`config.mk`:
```
export PLATFORM = sky130hd
export DESIGN_NAME = lcdseg_driver
export DESIGN_NICKNAME = d
export VERILOG_FILES = /design/src/rtl/lcdseg_pkg.sv /design/src/rtl/lcdseg_fall.sv /design/src/rtl/lcdseg_capture.sv /design/src/rtl/lcdseg_drive.sv /design/src/rtl/lcdseg_driver.sv
export SDC_FILE = /design/constraint.sdc
export NUM_CORES = 2
export LEC_CHECK = 0
export BUFFER_PORTS_ARGS = -buffer_cell sky130_fd_sc_hd__buf_2
export CELL_PAD_IN_SITES_DETAIL_PLACEMENT = 0
export CELL_PAD_IN_SITES_GLOBAL_PLACEMENT = 1
export CORE_ASPECT_RATIO = 1.4
export CORE_UTILIZATION = 43
export DETAILED_ROUTE_END_ITERATION = 7
export PLACE_DENSITY_LB_ADDON = 0.1
export SYNTH_ARGS = -nofsm -noshare
export SYNTH_HDL_FRONTEND = slang
export SYNTH_SLANG_ARGS = --single-unit
```
`constraint.sdc`:
```
create_clock -name clk -period 13.7 [get_ports clk]
set_input_delay 2.74 -clock clk [delete_from_list [all_inputs] [get_ports clk]]
set_output_delay 2.74 -clock clk [all_outputs]
set_load 0.05 [all_outputs]
```
`src/rtl/lcdseg_pkg.sv`:
```
package lcdseg_pkg;
    typedef enum logic [1:0] {
        LVL_V0 = 2'b00,
        LVL_VM = 2'b01,
        LVL_V1 = 2'b10
    } lvl_t;

    typedef enum logic [1:0] {
        ST_ARMED   = 2'b00,
        ST_HANDOFF = 2'b01,
        ST_SPENT   = 2'b10
    } tok_state_t;
endpackage

```
`src/rtl/lcdseg_fall.sv`:
```
module lcdseg_fall (
    input  logic clk,
    input  logic rst_n,
    input  logic sig,
    output logic fall
);
    logic sig_d;

    always_ff @(posedge clk or negedge rst_n) begin
        if (!rst_n) sig_d <= 1'b0;
        else        sig_d <= sig;
    end

    assign fall = sig_d & ~sig;
endmodule

```
`src/rtl/lcdseg_capture.sv`:
```
module lcdseg_capture
    import lcdseg_pkg::*;
#(
    parameter int NCH     = 320,
    parameter int GW      = 4,
    parameter int SKIP_CH = 40
) (
    input  logic            clk,
    input  logic            rst_n,
    input  logic            cl2_fall,
    input  logic            cl1_fall,
    input  logic            wide,
    input  logic            full,
    input  logic            en_in_n,
    input  logic [2*GW-1:0] data,
    output logic [NCH-1:0]  cap,
    output logic            en_out_n
);
    localparam int NGRP  = NCH / GW;
    localparam int SKIPG = SKIP_CH / GW;
    localparam int PW    = $clog2(NGRP + 2);
    localparam logic [PW-1:0] SPAN_FULL  = PW'(NGRP);
    localparam logic [PW-1:0] SPAN_SHORT = PW'(NGRP - 2 * SKIPG);
    localparam logic [PW-1:0] BASE_SHORT = PW'(SKIPG);

    tok_state_t st, st_nx;
    logic [PW-1:0] rel, span, base, step, grp;
    logic take, last_fill;

    always_comb begin
        span      = full ? SPAN_FULL : SPAN_SHORT;
        base      = full ? '0 : BASE_SHORT;
        step      = wide ? PW'(2) : PW'(1);
        grp       = base + rel;
        take      = cl2_fall && !cl1_fall && !en_in_n && (st == ST_ARMED);
        last_fill = (rel + step) >= span;
    end

    // state register
    always_ff @(posedge clk or negedge rst_n) begin
        if (!rst_n) st <= ST_ARMED;
        else        st <= st_nx;
    end

    always_comb begin
        st_nx = st;
        unique case (st)
            ST_ARMED:   if (take && last_fill) st_nx = ST_HANDOFF;
            ST_HANDOFF: if (cl2_fall)          st_nx = ST_SPENT;
            ST_SPENT:   st_nx = ST_SPENT;
            default:    st_nx = ST_ARMED;
        endcase
        if (cl1_fall) st_nx = ST_ARMED;
    end

    // outputs
    always_comb begin
        en_out_n = (st != ST_HANDOFF);
    end

    always_ff @(posedge clk or negedge rst_n) begin
        if (!rst_n)        rel <= '0;
        else if (cl1_fall) rel <= '0;
        else if (take)     rel <= rel + step;
    end

    for (genvar g = 0; g < NGRP; g++) begin : g_grp
        localparam logic [PW-1:0] GI = PW'(g);
        logic [GW-1:0] q;
        always_ff @(posedge clk or negedge rst_n) begin
            if (!rst_n)                                q <= '0;
            else if (take && grp == GI)                q <= data[GW-1:0];
            else if (take && wide && grp + PW'(1) == GI) q <= data[2*GW-1:GW];
        end
        assign cap[g*GW +: GW] = q;
    end
endmodule

```
`src/rtl/lcdseg_drive.sv`:
```
module lcdseg_drive
    import lcdseg_pkg::*;
#(
    parameter int NCH     = 320,
    parameter int SKIP_CH = 40
) (
    input  logic             clk,
    input  logic             rst_n,
    input  logic             load,
    input  logic             rev,
    input  logic             full,
    input  logic             disp_on,
    input  logic             m_pol,
    input  logic [NCH-1:0]   cap,
    output logic [2*NCH-1:0] seg_code
);
    logic [NCH-1:0] row;

    always_ff @(posedge clk or negedge rst_n) begin
        if (!rst_n) row <= '0;
        else if (load) begin
            for (int i = 0; i < NCH; i++) row[i] <= rev ? cap[NCH-1-i] : cap[i];
        end
    end

    for (genvar i = 0; i < NCH; i++) begin : g_ch
        localparam bit OUTER = (i < SKIP_CH) || (i >= NCH - SKIP_CH);
        logic pix;
        lvl_t lv;
        always_comb begin
            pix = row[i] & (full | !OUTER);
            if (!disp_on)          lv = LVL_VM;
            else if (pix ^ m_pol)  lv = LVL_V1;
            else                   lv = LVL_V0;
        end
        assign seg_code[2*i +: 2] = lv;
    end
endmodule

```
`src/rtl/lcdseg_driver.sv`:
```
module lcdseg_driver
    import lcdseg_pkg::*;
#(
    parameter int NCH     = 320,
    parameter int GW      = 4,
    parameter int SKIP_CH = 40
) (
    input  logic             clk,
    input  logic             rst_n,
    input  logic             cl2,
    input  logic             cl1,
    input  logic [2*GW-1:0]  data_in,
    input  logic             wide_bus,
    input  logic             full_width,
    input  logic             shift_rev,
    input  logic             en_in_n,
    output logic             en_out_n,
    input  logic             disp_on,
    input  logic             m_pol,
    output logic [2*NCH-1:0] seg_code
);
    logic c2f, c1f;
    logic [NCH-1:0] cap;

    lcdseg_fall u_c2 (.clk(clk), .rst_n(rst_n), .sig(cl2), .fall(c2f));
    lcdseg_fall u_c1 (.clk(clk), .rst_n(rst_n), .sig(cl1), .fall(c1f));

    lcdseg_capture #(.NCH(NCH), .GW(GW), .SKIP_CH(SKIP_CH)) u_cap (
        .clk(clk), .rst_n(rst_n), .cl2_fall(c2f), .cl1_fall(c1f),
        .wide(wide_bus), .full(full_width), .en_in_n(en_in_n),
        .data(data_in), .cap(cap), .en_out_n(en_out_n)
    );

    lcdseg_drive #(.NCH(NCH), .SKIP_CH(SKIP_CH)) u_drv (
        .clk(clk), .rst_n(rst_n), .load(c1f), .rev(shift_rev),
        .full(full_width), .disp_on(disp_on), .m_pol(m_pol),
        .cap(cap), .seg_code(seg_code)
    );
endmodule

```
==> flow_summary_export.csv <==
group,metric,value,unit
sta,slew_headroom,0.134,
job,cap_violations,0,
yosys,netlist_instances,4269,
setup_path,critPathKind,"input pin to primary output",
routing,drtIter0Drc,2073,
sta,maxSlewViolCount,0,
cts,cts_setup_buffers,0,
cts,numCtsBuffers,69,
routing,ant_nets,0,
finish,regArea,16300,sq um
routing,post_drt_wl_per_cell,21.0,microns
yosys,synth_mux_area_frac,0.148,
floorplan,core,88300,sq um
routing,vias,29500,
finish,antenna_cells,0,
placement,gp_congestion,0.893,
yosys,synth_adder_area_share,0.00444,
setup_path,arrival,4960,ps
setup_path,required,10960,ps
yosys,synth.top_cell.area_share,0.425,
yosys,syn_area,38300,sq um
yosys,synth_edf_count,0,
placement,io_buffers,658,
global_route,grt_usage,0.260,
power,peakVddDrop,99.1,uV
min_path,min_path_type,"flip-flop to flip-flop",
yosys,yosysTopAreaCell,"dfrtp_1",
status,status,"finished clean",
sta,finalCritPeriodShare,0.562,
power,power_leakage,0.0204,uW
yosys,ys_warn_count,0,
sta,setup_viol,0,
routing,wl,119000,microns
cts,cts_hold_buffers,0,
yosys,ys.flop_type,"dfrtp_1",
cts,clock_path_buffers,3,
sta,final.setup_skew,22.0,ps
yosys,synth-simple-area-share,0.154,
floorplan,dieArea,90300,sq um
sta,finalHoldViolations,0,
global_route,grt_pass1_wl,179000,microns
yosys,syn_area_per_cell,8.97,sq um
finish,final_nets,4462,
routing,drc,0,
setup_path,endpoint_kind,"primary output",
placement,dpl.hpwl,80400,microns
global_route,grt_pass1_vias,28000,
cts,cts-root-buf,"clkbuf_16",
sta,clock.fmax,130,MHz
finish,fillerInstances,8722,
sta,period_minus_slack,7700,ps
routing,drt_pass1_iterations,7,
yosys,synthesis.nets,4300,
cts,clock-sinks,651,
yosys,ys_top_cells_by_area,"dfrtp_1 (43%), mux2i_1 (15%), buf_4 (6.3%)",
finish,syn_to_final_growth,10.5,%
routing,viasPerCell,5.21,
yosys,synth_seq_cells,651,
finish,multi_input_area,18500,sq um
sta,worst_slew_pin_slew,1290,ps
sta,setup_tns,0,ps
cts,clk_pin_slew_worst_paths,60,ps
floorplan,start_util,0.434,
cts,cts_tree,"done",
yosys,synth_xor_area_frac,0.0778,
floorplan,rows,129,
floorplan,die_h,355,microns
cts,cts.htree.levels,3,
power,p_per_area,118,nW/um^2
cts,clock_latency,640,ps
global_route,overflow,0,
finish,layout_commonest_cell,"buf_2",
finish,mostFrequentLayoutCells,"buf_2 (655), dfrtp_1 (651), nand2_1 (638)",
finish,finish.utilization,0.479,
yosys,synth_compound_area_frac,0.0978,
yosys,synthArstFlopShare,1.00,
sta,fin_hold_ws,481,ps
sta,rsz0062_at_grt,"false",
yosys,synth_top_family_by_area,"simple AND/OR/NAND/NOR gates",
global_route,grt_max_degree,247,
setup_path,startpoint_type,"input pin",
global_route,antenna_found_initial,4,
finish,drive_above_1_share,0.190,
floorplan,boundaryPins,659,
yosys,ys_seq_area_frac,0.425,
cts,ctsResizeCount,0,
floorplan,dieWidth,254,microns
yosys,synth_cell_types,59,
setup_path,cp_max_fo,132,
-- critical path: stages --
cell and delay [ps]:
buf_8 550, buf_12 530, xnor2_1 300, nor2_1 150, buf_2 270
-- synth_stat cells (9+ instances only) --
cell	instances
buf_1	36
clkbuf_1	241
nand4_1	23
and2_1	9
nand2b_1	9
nand3_1	105
a22o_1	16
mux2i_1	565
xnor2_1	246
nor2_1	516
a21o_1	17
a21oi_1	133
nor3_1	24
inv_1	14
buf_4	323
ha_1	12
o211ai_1	43
dfrtp_1	651
nand2_1	638
and3_1	12
o21ai_0	444
nand3b_1	26
xor2_1	85
-- worst paths after layout --
path	from	to	slack, ps	depth (start not counted)
worst max-delay path	m_pol	seg_code[249]	6000	5
worst min-delay path	u_drv.row[36]	u_drv.row[36]	480	2
worst max register to register	u_c1.sig_d	u_cap.g_grp[57].q[0]	9330	7
worst min register to register	u_drv.row[36]	u_drv.row[36]	480	2
max in group asynchronous	rst_n	u_cap.st[1]	9260	3
min in group asynchronous	rst_n	u_drv.row[116]	2190	1
-- cell families (layout without fill, tap and decap cells) --
| family | count (synthesis) | after routing |
|---|---|---|
| compound gates | 680 | 680 |
| buf+inv | 627 | 843 |
| fa+ha+maj | 13 | 13 |
| simple gates | 1399 | 1399 |
| mux | 565 | 565 |
| flops | 651 | 651 |
| xor+xnor | 334 | 334 |
-- state kept, by name, summed over array words and instances, names as in the netlist --
signal         count
u_c1.sig_d         1
u_c2.sig_d         1
u_cap.g_grp.q    320
u_cap.rel          7
u_cap.st           2
u_drv.row        320
-- through the flow --
| stage | setup WS, ps | total power (uW) | instances | cell area [sq um] |
|---|---|---|---|---|
| floorplan | 3660 | 2960 | 4269 | 38300 |
| global placement | 6060 | 3150 | 5539 | 40100 |
| detailed placement | 6070 | 3160 | 5539 | 40100 |
| CTS | 6050 | 5060 | 5664 | 42300 |
| global route | 5950 | 5200 | 5664 | 42300 |
| finish | 6000 | 5000 | 5664 | 42300 |
-- per-layer routing --
metal | vias up | track usage | wire, microns
met5 | - | 0 | 39
met4 | 6 | 0.0781 | 3160
met3 | 162 | 0.0324 | 5220
met2 | 791 | 0.451 | 59700
met1 | 14300 | 0.337 | 51000
li1 | 14300 | - | -
-- power by group --
group	switching, uW	internal (uW)	total, uW
clock network	824	1070	1890
logic	773	239	1010
registers	81.5	2020	2100
total	1680	3330	5000
-- area by class of cell --
cell class                      instances  share of cell area
Clock buffer                          107              0.0499
Clock inverter                         18             0.00272
Inverter                               15             0.00151
Multi-Input combinational cell       2991               0.437
Sequential cell                       651               0.385
Tap cell                             1179              0.0349
Timing Repair Buffer                  703              0.0889
Power figures use the tool's default switching activity.
